<file path="src/rtl/stagger_pkg.sv">
package stagger_pkg;
    typedef enum logic [1:0] {
        ST_PRECHARGE = 2'd0,
        ST_DRIVE     = 2'd1,
        ST_DRAIN     = 2'd2
    } seq_state_e;
endpackage

</file>
<file path="src/rtl/stagger_line.sv">
// Delay line of the "lit" request: one bit per clock cycle of the whole ramp.
// Channel n taps the line at n*STEP_CYC, giving an exact delayed copy of the
// request on both edges, however short the request pulse is.
module stagger_line #(
    parameter int N_CH     = 16,
    parameter int STEP_CYC = 2
) (
    input  logic            clk,
    input  logic            rst_n,
    input  logic            lights_off,
    input  logic [N_CH-1:0] chan_on,
    output logic [N_CH-1:0] lit,
    output logic [N_CH-1:0] pend_nx
);
    localparam int SPAN = (N_CH - 1) * STEP_CYC + 1;

    logic [SPAN-1:0] hist_q;
    logic [SPAN-1:0] hist_nx;

    generate
        if (SPAN > 1) begin : g_long
            assign hist_nx = {hist_q[SPAN-2:0], ~lights_off};
        end else begin : g_short
            assign hist_nx = ~lights_off;
        end
    endgenerate

    always_ff @(posedge clk or negedge rst_n) begin
        if (!rst_n) hist_q <= '0;
        else        hist_q <= hist_nx;
    end

    // A channel is pending after this edge if any part of the line up to its
    // tap still holds a lit sample and the channel is enabled in the mask.
    generate
        for (genvar n = 0; n < N_CH; n++) begin : g_tap
            localparam int TAP = n * STEP_CYC;
            assign lit[n]     = hist_q[TAP];
            assign pend_nx[n] = chan_on[n] & (|hist_nx[TAP:0]);
        end
    endgenerate
endmodule

</file>
<file path="src/rtl/precharge_fsm.sv">
module precharge_fsm
    import stagger_pkg::*;
(
    input  logic       clk,
    input  logic       rst_n,
    input  logic       lights_off,
    input  logic       any_pend_nx,
    output seq_state_e state_o,
    output logic       precharge_en
);
    seq_state_e st_q, st_nx;

    always_comb begin
        st_nx = st_q;
        unique case (st_q)
            ST_PRECHARGE: if (!lights_off) st_nx = ST_DRIVE;
            ST_DRIVE:     if (lights_off)  st_nx = any_pend_nx ? ST_DRAIN : ST_PRECHARGE;
            ST_DRAIN: begin
                if (!lights_off)       st_nx = ST_DRIVE;
                else if (!any_pend_nx) st_nx = ST_PRECHARGE;
            end
            default:                   st_nx = ST_PRECHARGE;
        endcase
    end

    always_ff @(posedge clk or negedge rst_n) begin
        if (!rst_n) st_q <= ST_PRECHARGE;
        else        st_q <= st_nx;
    end

    always_comb begin
        state_o      = st_q;
        precharge_en = (st_q == ST_PRECHARGE);
    end

    // a sampled low request removes precharge at that very edge
    p_pre_off_r5: assert property (@(posedge clk) disable iff (!rst_n)
        !lights_off |=> !precharge_en);

    // precharge only ever rises after the request was sampled high
    p_pre_rise_r6: assert property (@(posedge clk) disable iff (!rst_n)
        $rose(precharge_en) |-> $past(lights_off));
endmodule

</file>
<file path="src/rtl/led_stagger_seq.sv">
module led_stagger_seq #(
    parameter int N_CH     = 16,
    parameter int STEP_CYC = 2
) (
    input  logic            clk,
    input  logic            rst_n,
    input  logic            lights_off,
    input  logic [N_CH-1:0] chan_on,
    output logic [N_CH-1:0] sink_en,
    output logic            precharge_en
);
    import stagger_pkg::*;

    logic [N_CH-1:0] lit;
    logic [N_CH-1:0] pend_nx;
    seq_state_e      state;
    logic            pre;

    stagger_line #(.N_CH(N_CH), .STEP_CYC(STEP_CYC)) u_line (
        .clk        (clk),
        .rst_n      (rst_n),
        .lights_off (lights_off),
        .chan_on    (chan_on),
        .lit        (lit),
        .pend_nx    (pend_nx)
    );

    precharge_fsm u_fsm (
        .clk          (clk),
        .rst_n        (rst_n),
        .lights_off   (lights_off),
        .any_pend_nx  (|pend_nx),
        .state_o      (state),
        .precharge_en (pre)
    );

    always_comb begin
        precharge_en = pre;
        sink_en      = lit & chan_on & {N_CH{~pre}};
    end

    // sinks and precharge are mutually exclusive
    p_no_overlap_r7: assert property (@(posedge clk) disable iff (!rst_n)
        precharge_en |-> (sink_en == '0));

    // channel 0 lights on the first edge that samples the request low
    p_ch0_on_r1: assert property (@(posedge clk) disable iff (!rst_n)
        ($past(rst_n) && !$past(lights_off) && chan_on[0]) |-> sink_en[0]);

    // channel 0 goes dark on the first edge that samples the request high
    p_ch0_off_r2: assert property (@(posedge clk) disable iff (!rst_n)
        ($past(rst_n) && $past(lights_off)) |-> !sink_en[0]);
endmodule

</file>
<file path="config.mk">
export PLATFORM = sky130hd
export DESIGN_NAME = led_stagger_seq
export DESIGN_NICKNAME = d
export VERILOG_FILES = /design/src/rtl/stagger_pkg.sv /design/src/rtl/stagger_line.sv /design/src/rtl/precharge_fsm.sv /design/src/rtl/led_stagger_seq.sv
export SDC_FILE = /design/constraint.sdc
export NUM_CORES = 1
export LEC_CHECK = 0
export BUFFER_PORTS_ARGS = -buffer_cell sky130_fd_sc_hd__buf_2
export CAP_MARGIN = 25
export CORE_MARGIN = 1.5
export CORE_UTILIZATION = 44
export DETAILED_ROUTE_END_ITERATION = 8
export HOLD_SLACK_MARGIN = 0.03
export PLACE_DENSITY = 0.75
export SYNTH_ARGS = -nofsm -noshare
export SYNTH_HDL_FRONTEND = slang
export SYNTH_SLANG_ARGS = --single-unit
</file>
<file path="constraint.sdc">
create_clock -name clk -period 1.7 [get_ports clk]
set_input_delay 0.34 -clock clk [delete_from_list [all_inputs] [get_ports clk]]
set_output_delay 0.34 -clock clk [all_outputs]
set_load 0.05 [all_outputs]
</file>
-- Word level (Yosys, flattened, before mapping)
Cells that the tools add are included.
- bits of input ports: 19
- word-level logic and storage cells: 51
- register bits: 33
- output and inout port bits: 17
- bitwise operators: 20
- eq/ne operators: 5
- muxes and demuxes: 6
- reduce and logical (&&, ||, !) cells: 18
- operators with widths (kind ; number):
    16-bit bitwise AND ; 2
    31-bit OR reduction ; 1
    29-bit OR reduction ; 1
    27-bit OR reduction ; 1
    25-bit OR reduction ; 1
    23-bit OR reduction ; 1
    21-bit OR reduction ; 1
    19-bit OR reduction ; 1
    17-bit OR reduction ; 1
    1-bit bitwise AND ; 16
    16-bit OR reduction ; 1
    15-bit OR reduction ; 1
    13-bit OR reduction ; 1
    11-bit OR reduction ; 1
    2-bit two-way mux ; 5
    9-bit OR reduction ; 1
    7-bit OR reduction ; 1
    2-bit case mux with 3 select lines ; 1
    5-bit OR reduction ; 1
    2-bit inequality test, second input constant ; 2
    3-bit inequality test, second input constant ; 1
    3-bit AND reduction ; 1
    3-bit OR reduction ; 1
    2-bit by 1-bit equality test with 1-bit output, second input constant ; 1
    3 further kinds ; 4

-- Longest topological paths before layout
Gate-level depths: netlist of run 1.
- depth after elaboration: 7
- gate-level depth with buffers: 5

-- Hierarchy
From an unflattened synthesis of run 1, not the netlist that was laid out.
- cell total of the unflattened synthesis: 132
- area, all modules: 1410.1 um^2
- modules (own cells, without submodules) (module ; sequential area each (um^2) ; area an instance (um^2) ; times used ; cells an instance):
    stagger_line ; 775.7 ; 1154.9 ; 1 ; 87
    led_stagger_seq ; 0.0 ; 181.4 ; 1 ; 39
    precharge_fsm ; 50.0 ; 73.8 ; 1 ; 6

-- Worst setup path after synthesis of run 1
OpenSTA, ideal clock, no wires.
- path kind: reg-to-reg
- from: reg u_line.hist_q[23]
- to: reg u_fsm.st_q[1] (netlist: u_fsm.state_o[1])
- path buffers: 0
- library setup time: 0.128 ns
- stages on the path, launching flop included: 6
- slack: -0.030 ns
- arrival: 1.602 ns
- path through: dfrtp_1 > or3_1 > or3_1 > a221o_1 > nor3_2 > a31oi_1
- longest elaborated chain between the ends: 6
- elaborated cells between the ends (all ways): 14
- classes of those cells: eq/ne (1); mux (3); bitwise (4); reduce/logical (6)
- RTL lines (element ; RTL line ; text):
    start: declaration ; stagger_line.sv:17 ; logic [SPAN-1:0] hist_q;
    start signal: assignment ; stagger_line.sv:30 ; else hist_q <= hist_nx;
    31-bit OR reduction (tied with other cells) ; stagger_line.sv:39 ; assign pend_nx[n] = chan_on[n] & (|hist_nx[TAP:0]);
    1-bit bitwise AND ; stagger_line.sv:39 ;
    16-bit OR reduction * ; led_stagger_seq.sv:32 ; .any_pend_nx (|pend_nx),
    2-bit two-way mux (2 in a row) ; precharge_fsm.sv:17 ; ST_DRIVE: if (lights_off) st_nx = any_pend_nx ? ST_DRAIN : ST_PRECHARGE;
    2-bit case mux with 3 select lines ; precharge_fsm.sv:15 ; unique case (st_q)
    end signal: assignment ; precharge_fsm.sv:28 ; else st_q <= st_nx;
    end: declaration ; precharge_fsm.sv:11 ; seq_state_e st_q, st_nx;
Every way passes the cells marked *; elsewhere a longest branch is shown, timed or not. The select of a mux whose other input is x is not followed.
A chain may end at the register's enable or synchronous reset.

-- Worst setup path in the final report of run 1
- from: reg u_fsm.st_q[0] (netlist: u_fsm.state_o[0])
- to: out sink_en[15]
- longest elaborated chain between the ends: 3
- RTL lines (element ; RTL line ; text):
    2-bit logical NOT ; precharge_fsm.sv:33 ; precharge_en = (st_q == ST_PRECHARGE);
    1-bit NOT ; led_stagger_seq.sv:39 ; sink_en = lit & chan_on & {N_CH{~pre}};
    16-bit bitwise AND ; led_stagger_seq.sv:39 ;
    end: declaration ; led_stagger_seq.sv:9 ; output logic [N_CH-1:0] sink_en,
Every way passes these cells.

==> impl_metrics.json, run 1 <==
{
  "met3_usage_pct": 6.32,
  "place.detailed.hpwl_um": 1920,
  "layout_common_cells": "31 x dfrtp_1, 18 x buf_2, 16 x and3_4, 16 x buf_8, 9 x buf_4",
  "grt-busiest-layer": "met2",
  "via_count_of_the_first_global_routing_pass": 1043,
  "maximum_fanout_along_the_worst_path": 6,
  "place_ws_ns": -0.114,
  "starting_density_pct": 47.6,
  "synth_seq_area_share_pct": 68.1,
  "timing.setup.tns_ns": -0.686,
  "syn-instance-count": 94,
  "clockBufferDepth": 2,
  "fin_crit_sh_pct": 104,
  "wl_per_cell_um": 18.4,
  "tritoncts_clock_tree": "done",
  "synth_area_leaders": "dfrtp_1 68%, and3_1 8.8%, nor2_1 1.9%",
  "cts.reportedPaths.clkPinSlew_ns": 0.10,
  "die-width_um": 55.5,
  "synth_fp_nets": 113,
  "finalPower_mw": 1.61,
  "setup.worst_path.start_class": "flip-flop",
  "fp.coreArea_um2": 2540,
  "synthDominantCellAreaShare_pct": 68.1,
  "dieArea_um2": 3080,
  "die_h_um": 55.5,
  "grt_first_pass_wirelength_um": 5300,
  "path_class": "flip-flop to output pin",
  "clock_insertion_delay_worst_skew_ns": 0.34,
  "ys.warnings.count": 0,
  "synth-edff-count": 0,
  "synthAdderAreaFrac_pct": 0,
  "num_vias": 1011,
  "ctsHtreeMaxLevel": 2,
  "pin_count_of_the_biggest_net_entering_global_routing": 34,
  "yosys.cell_types.count": 30,
  "cp-end-kind": "output pin",
  "drt-vias-per-instance": 5.74,
  "gr-usage-all-layers_pct": 23.3,
  "finalClockSkew_ns": 0.0126,
  "ys_dominant_reg_cell": "dfrtp_1",
  "mappedNetlistArea_um2": 1210,
  "numClockSinks": 33,
  "nets": 164,
  "worst-slew-pin-transition_ns": 0.701,
  "grt_setup_unrepaired": "true",
  "async_reset_ff_share_pct": 100,
  "finalSetupViolations": 17,
  "post_synth_and_or_nand_nor_area_fraction_pct": 20.7,
  "groute.layer.met1.usage_pct": 29.1,
  "drc": 0,
  "numPortBuffers": 35,
  "drt_first_pass_iters": 4,
  "final_common_cell": "dfrtp_1",
  "violations": "setup timing",
  "drtAntennaViolNets": 0,
  "synth_compound_gate_area_share_pct": 9.91,
  "drt-initial-drc-count": 31,
  "cts.hold.buffers_added": 0,
  "timing.critical_path.required_ns": 1.36,
  "cts_made_buffers": 5,
  "finalWeightedCongestion": 0.823,
  "antenna_violations_before_repair": 0,
  "postSynthRegisterBits": 33,
  "postLayoutSetupSlackWorst_ns": -0.0608,
  "synth_xor_area_share_pct": 0,
  "power.density_nw_per_um2": 880,
  "post-route-min-period_ns": 1.76,
  "synth.largest_area_cell": "dfrtp_1",
  "flow.area_growth_from_synthesis_pct": 50.7,
  "post_synth.cell_area_avg_um2": 12.9,
  "placement_rows": 18,
  "fraction_of_layout_instances_using_a_drive_strength_above_1_pct": 55.5,
  "status": "complete, but fails checks",
  "wl_um": 3250,
  "max_cap_violations": 0,
  "utilization_pct": 71.8,
  "worst_vdd_drop_uv": 819,
  "report.final.slew_viol_count": 0,
  "worst_hold_path_type": "input pin to async pin",
  "synth.mux.area_fraction_pct": 0,
  "antenna-diode-count": 0,
  "slew-limit-headroom_pct": 53.2,
  "grt-ovfl-total": 0,
  "crit_arrival_ns": 1.42,
  "cts.root.buffer_cell": "clkbuf_4",
  "power_leakage_nw": 0.820,
  "maximum_achievable_frequency_mhz": 568,
  "global_route.usage.met2_pct": 37.6,
  "largest_family_of_logic_cells_by_synthesized_area": "simple AND/OR/NAND/NOR gates",
  "final-hold-violation-count": 0,
  "pin_count": 36
}
-- power by group --
group	internal [mW]	switching [mW]	total, mW	leakage [nW]
Clock	0.157	0.253	0.410	0.0320
Sequential	0.827	0.0375	0.864	0.384
Combinational	0.147	0.187	0.334	0.404
Total	1.13	0.478	1.61	0.820
-- cell type report --
type / instances / area (um2)
clock buffer: 6 / 41.3
clock inverter: 2 / 10.0
fill: 175 / 718
inverter: 2 / 7.51
multi-input combinational: 60 / 504
sequential: 33 / 828
tap: 30 / 37.5
timing repair buffer: 43 / 398
-- cell families (layout without fill, tap and decap cells) --
family / after synthesis / in the layout
flops: 33 / 33
compound gates: 17 / 17
simple gates: 40 / 43
buf+inv: 4 / 53
-- critical path, cell delays in order (launching register included) --
cell and delay [ns]:
dfrtp_2 0.46, or2_4 0.31, and3_4 0.17, buf_8 0.15
-- cells in the mapped netlist (all sizes together) (2+ instances only) --
library cell / instances
or3: 2
inv: 2
nor2: 6
clkbuf: 2
dfrtp: 33
a21oi: 3
o21ai: 3
a31oi: 2
nand2b: 2
nand4: 2
nand2: 2
o41ai: 2
nor4: 3
and3: 17
-- worst paths after layout --
kind                                     end              start  cells past startpoint  slack, ns
min                        u_line.hist_q[29]              rst_n                      1       0.03
max                              sink_en[15]   u_fsm.state_o[0]                      3      -0.06
min in group clk            u_fsm.state_o[0]         lights_off                      3       0.27
min reg2reg                 u_line.hist_q[4]   u_line.hist_q[3]                      0       0.39
max in group asynchronous   u_fsm.state_o[0]              rst_n                      1       1.17
max reg2reg                 u_fsm.state_o[1]  u_line.hist_q[24]                      5      -0.02
-- layer usage --
metal / up-vias / wire length, um / share of wire (%)
met5: - / 0 / 0
met4: 0 / 62 / 1.9
met3: 8 / 155 / 4.8
met2: 35 / 1610 / 50
met1: 511 / 1420 / 44
li1: 457 / - / -
-- stage by stage --
| step | cell area (um2) | hold WS, ns | instances |
|---|---|---|---|
| after floorplan | 1210 | 0.0444 | 94 |
| after global placement | 1460 | 0.350 | 162 |
| after detailed placement | 1460 | 0.358 | 162 |
| after CTS | 1810 | 0.0543 | 175 |
| after global routing | 1830 | 0.0917 | 176 |
| final | 1830 | 0.0323 | 176 |
-- sequential cells by signal, summed over array words and instances, names as in the netlist --
register / count
u_fsm.state_o: 2
u_line.hist_q: 31
-- what timing repair did --
action / 4_1_cts / 5_1_grt
setup buffers: 2 / 1
setup endpoints to repair: 18 / 18
gates resized for setup: 72 / 5
pin swaps: 25 / 2
gates cloned: 3 / 0
No activity file was read; power rests on OpenSTA's default activity.
==> inputs of run 2 (changes only) <==
BUFFER_PORTS_ARGS = unset   (was -buffer_cell sky130_fd_sc_hd__buf_2)
CORE_UTILIZATION = 59   (was 44)
DONT_BUFFER_PORTS = 1   (was unset)
PLACE_DENSITY = 0.78   (was 0.75)
clock period = 2 ns   (was 1.7 ns; I/O delays follow)
==> run 2 against run 1 <==
The flow now finishes without violations. Cell count down 18%. Critical path depth unchanged. Final area is 21% lower. Worst setup slack improved by 0.20 ns. Clock skew is essentially flat. Total power is 23% lower. Global-route usage down 0.27 points. Non-clock buffer count down 25. Critical path type unchanged. Critical endpoint is now sink_en[11]. Largest cell class unchanged.
==> impl_metrics.json, run 2 (same netlist as run 1, synthesis figures left out) <==
{
  "drt-vias-per-instance": 5.92,
  "gr-usage-all-layers_pct": 23.0,
  "dieArea_um2": 2340,
  "via_count_of_the_first_global_routing_pass": 901,
  "crit_arrival_ns": 1.46,
  "cpMaxStageDelayCell": "dfrtp_1",
  "fraction_of_layout_instances_using_a_drive_strength_above_1_pct": 24.6,
  "worst_hold_path_type": "input pin to flip-flop",
  "wl_um": 2410,
  "worst-slew-pin-transition_ns": 0.398,
  "starting_density_pct": 62.4,
  "final_common_cell": "dfrtp_1",
  "grt-ovfl-total": 0,
  "slew-limit-headroom_pct": 73.2,
  "antenna_violations_before_repair": 0,
  "drtAntennaViolNets": 0,
  "post-route-min-period_ns": 1.86,
  "worst_vdd_drop_uv": 664,
  "final.fill_count": 142,
  "drc": 0,
  "final_cell_count_no_fill": 145,
  "groute.layer.met1.usage_pct": 26.9,
  "largest-register": "u_line.hist_q",
  "met3_usage_pct": 9.26,
  "drt-initial-drc-count": 21,
  "cts.root.buffer_cell": "clkbuf_4",
  "path_class": "flip-flop to output pin",
  "status": "finished clean",
  "clockBufferDepth": 2,
  "cp-end-kind": "output pin",
  "clock_insertion_delay_worst_skew_ns": 0.33,
  "num_vias": 858,
  "numPortBuffers": 0,
  "cts.reportedPaths.clkPinSlew_ns": 0.10,
  "critical_path.max_stage_delay_ns": 0.41,
  "tritoncts_clock_tree": "done",
  "wl_per_cell_um": 16.6,
  "setup.worst_path.start_class": "flip-flop",
  "grt_first_pass_wirelength_um": 4000,
  "die-width_um": 48.3,
  "finalPower_mw": 1.24,
  "utilization_pct": 74.3,
  "crit_path_cell_trace": "or2_4 -> and3_1 -> buf_4",
  "final-hold-violation-count": 0,
  "pin_count": 36,
  "place.detailed.hpwl_um": 1770,
  "drt_first_pass_iters": 4,
  "max_cap_violations": 0,
  "flow.area_growth_from_synthesis_pct": 19.0,
  "grt-busiest-layer": "met2",
  "finalClockSkew_ns": 0.0130,
  "largest_reg_flops": 31,
  "numClockSinks": 33,
  "fin_crit_sh_pct": 93.0,
  "nets": 136,
  "antenna-diode-count": 0,
  "timing.critical_path.required_ns": 1.60,
  "finalSetupViolations": 0,
  "grt_setup_unrepaired": "false",
  "dp_cells": 135,
  "die_h_um": 48.3,
  "ctsHtreeMaxLevel": 2,
  "maximum_fanout_along_the_worst_path": 18,
  "maximum_achievable_frequency_mhz": 538,
  "finalWeightedCongestion": 0.834,
  "report.final.slew_viol_count": 0,
  "cts_made_buffers": 5,
  "layout_common_cells": "33 x dfrtp_1, 17 x and3_1, 16 x buf_4",
  "power.density_nw_per_um2": 862,
  "timing.setup.tns_ns": 0,
  "power_leakage_nw": 0.691,
  "fp.coreArea_um2": 1940,
  "global_route.usage.met2_pct": 37.5,
  "pin_count_of_the_biggest_net_entering_global_routing": 34,
  "placement_rows": 16
}
[run 2: cell types whose count changed in the layout (fill, tap and decap cells not counted), moves of 3 or more]
cell and delta:
and3_1 +16, and3_4 -16, buf_2 -18, buf_4 +7, buf_8 -16, or2_4 -3
[run 2: cell type report]
class                      instances  area, um2  area share, %
sequential                        33        826           57.2
tap                               27       33.8           2.34
clock inverter                     2       10.0          0.694
multi-input combinational         57        374           25.9
timing repair buffer              18        150           10.4
clock buffer                       6       41.3           2.86
inverter                           2       7.51          0.520
[run 2: final timing paths]
path,start,end,slack (ns),cells past startpoint
worst max-delay path,u_fsm.state_o[1],sink_en[11],0.14,3
worst min-delay path,lights_off,u_fsm.state_o[0],0.13,1
worst max register to register,u_line.hist_q[23],u_fsm.state_o[1],0.16,5
worst min register to register,u_line.hist_q[27],u_line.hist_q[28],0.38,0
max in group asynchronous,rst_n,u_line.hist_q[21],1.30,2
min in group asynchronous,rst_n,u_line.hist_q[5],0.52,2
[run 2: routing by layer]
metal	share of wire (%)	up-vias
met2	48	29
li1	-	394
met3	6.6	7
met1	43	428
met4	1.8	0
met5	0	-
[run 2: worst max-delay path: cells and delay by family (launching register included)]
family | cells | cell delay [ns]
and+or+nand+nor | 2 | 0.54
buffers and inverters | 1 | 0.19
DFF | 1 | 0.41
[run 2: what timing repair did]
item	in CTS	in global routing
resized for setup	2	0
hold endpoints to repair	33	0
buffers inserted	0	0
hold buffers	2	0
setup endpoints to repair	16	0
[run 2: report_power, final]
group / leakage, nW / total, mW / internal [mW] / switching (mW)
combinational: 0.273 / 0.177 / 0.0553 / 0.122
sequential: 0.386 / 0.728 / 0.702 / 0.0262
clock: 0.0320 / 0.338 / 0.134 / 0.205
total: 0.691 / 1.24 / 0.891 / 0.353
[run 2: metrics by stage]
step,setup slack [ns],area [um2],hold WS [ns]
5_1_grt,0.0659,1440,0.119
6_report,0.140,1440,0.133
3_3_place_gp,0.219,1360,0.105
2_1_floorplan,0.249,1210,0.104
3_5_place_dp,0.190,1360,0.105
4_1_cts,0.127,1440,0.121
==> inputs of run 3 (changes only) <==
clock period = 1.88 ns   (was 2 ns; I/O delays follow)
==> run 3 against run 2 <==
Combinational power increased by 19%. Total power increased by 11%. Critical path depth unchanged. Critical path type unchanged. Highest routed layer unchanged.
==> impl_metrics.json, run 3 (same netlist as run 1, synthesis figures left out) <==
{
  "antenna-diode-count": 0,
  "critical_path.max_stage_delay_ns": 0.44,
  "fp.coreArea_um2": 1940,
  "fraction_of_layout_instances_using_a_drive_strength_above_1_pct": 28.9,
  "power.share.sequential_pct": 56.2,
  "setup.worst_path.start_class": "flip-flop",
  "power.density_nw_per_um2": 914,
  "clock_insertion_delay_worst_skew_ns": 0.33,
  "drtAntennaViolNets": 0,
  "met3_length_um": 193,
  "clockBufferDepth": 2,
  "postLayoutSetupSlackWorst_ns": 0.0442,
  "power_leakage_nw": 0.720,
  "timing.hold.ws_ns": 0.0901,
  "cts.root.buffer_cell": "clkbuf_4",
  "pin_count_of_the_biggest_net_entering_global_routing": 34,
  "final_common_cell": "dfrtp_1",
  "largest-register": "u_line.hist_q",
  "ff_latch_area_um2": 826,
  "top_signal_layer_used": "met4",
  "die-width_um": 48.3,
  "power.switching_mw": 0.389,
  "fin_crit_sh_pct": 97.6,
  "drt-initial-drc-count": 27,
  "place_ws_ns": 0.0407,
  "final-hold-violation-count": 0,
  "slew-limit-headroom_pct": 70.4,
  "dieArea_um2": 2340,
  "maximum_fanout_along_the_worst_path": 9,
  "timing.critical_path.required_ns": 1.50,
  "report.final.slew_viol_count": 0,
  "cp.buffers_inverters": 1,
  "finalWeightedCongestion": 0.819,
  "maximum_achievable_frequency_mhz": 545,
  "power_switching_share_pct": 28.1,
  "max_cap_violations": 0,
  "wl_um": 2810,
  "antenna_violations_before_repair": 0,
  "cpMaxStageDelayCell": "dfrtp_1",
  "critical_path.top_delay_family": "simple AND/OR/NAND/NOR gates",
  "grt-ovfl-total": 0,
  "numPortBuffers": 0,
  "crit_arrival_ns": 1.46,
  "tritoncts_clock_tree": "done",
  "path_class": "flip-flop to output pin",
  "crit_path_cell_trace": "or2_4 -> and3_1 -> buf_4",
  "routed-wl-met2_um": 1460,
  "place.detailed.hpwl_um": 1800,
  "drt-vias-per-instance": 6.19,
  "wl_per_cell_um": 19.0,
  "die_h_um": 48.3,
  "cp-end-kind": "output pin",
  "flow.area_growth_from_synthesis_pct": 25.0,
  "final.fill_count": 135,
  "multi_input_area_um2": 409,
  "ctsHtreeMaxLevel": 2,
  "share_comb_of_total_power_pct": 15.1,
  "post-route-min-period_ns": 1.84,
  "worst_hold_path_type": "input pin to flip-flop",
  "num_vias": 916,
  "worst-slew-pin-transition_ns": 0.440,
  "cts.reportedPaths.clkPinSlew_ns": 0.09,
  "grt_first_pass_wirelength_um": 4000,
  "clock_power_share_pct": 28.6,
  "finalClockSkew_ns": 0.00503,
  "numClockSinks": 33,
  "drt_first_pass_iters": 4,
  "cts_made_buffers": 5,
  "worst_vdd_drop_uv": 703,
  "starting_density_pct": 62.4,
  "gr-usage-all-layers_pct": 23.9,
  "met1_length_um": 1120,
  "placement_rows": 16,
  "drc": 0,
  "layout_common_cells": "33 x dfrtp_1, 17 x and3_1, 13 x buf_4",
  "status": "finished clean",
  "largest_reg_flops": 31,
  "p_int_mw": 0.996,
  "pin_count": 36,
  "via_count_of_the_first_global_routing_pass": 919,
  "finalSetupViolations": 0,
  "nets": 140
}
run 3: cell types whose count changed in the layout (fill, tap and decap cells not counted), sizes merged:
cell and change:
buf +2, clkinv -2, or2 +2, clkbuf +1
run 3: worst paths after layout:
| check | startpoint | endpoint | slack [ns] | cells past startpoint |
|---|---|---|---|---|
| hold / removal | lights_off | u_fsm.state_o[0] | 0.09 | 1 |
| max in group asynchronous | rst_n | u_line.hist_q[24] | 1.21 | 2 |
| min in group asynchronous | rst_n | u_line.hist_q[7] | 0.49 | 2 |
| setup reg to reg | u_line.hist_q[1] | u_fsm.state_o[1] | 0.05 | 5 |
| setup / recovery | u_fsm.state_o[1] | sink_en[0] | 0.04 | 3 |
| hold reg to reg | u_line.hist_q[25] | u_line.hist_q[26] | 0.38 | 0 |
run 3: power groups by stage:
stage,sequential (mW),combinational (mW),clock (mW)
after floorplan,0.779,0.130,0
after global placement,0.786,0.166,0
after detailed placement,0.788,0.168,0
after CTS,0.775,0.191,0.405
after global routing,0.783,0.220,0.443
final,0.779,0.210,0.397
run 3: per-stage QoR:
stage	power, mW	cell area, um2	util, %	cells	TNS, ns
floorplan	0.908	1210	-	94	0
global placement	0.953	1360	70.0	135	0
detailed placement	0.956	1360	70.0	135	0
CTS	1.37	1450	74.5	144	0
global route	1.45	1520	78.0	148	-0.0442
finish	1.39	1520	78.0	148	0
run 3: cell type report:
class / instances / area share [%]
inverter: 2 / 0.495
sequential: 33 / 54.5
clock buffer: 7 / 3.63
timing repair buffer: 20 / 12.1
multi-input combinational: 59 / 27.0
tap: 27 / 2.23
run 3: timing repair:
action                                  in CTS  in global routing
hold endpoints to repair                    33                  0
endpoints found under the setup margin      16                 17
resized for setup                            2                 10
hold buffers                                 2                  0
gates cloned                                 0                  2
pin swaps                                    0                  4
setup buffers                                0                  2
run 3: per-layer routing:
| metal | vias up | GRT usage (%) |
|---|---|---|
| met5 | - | 0 |
| met4 | 0 | 10.0 |
| met3 | 5 | 13.3 |
| met2 | 34 | 37.3 |
| met1 | 473 | 27.4 |
| li1 | 404 | - |
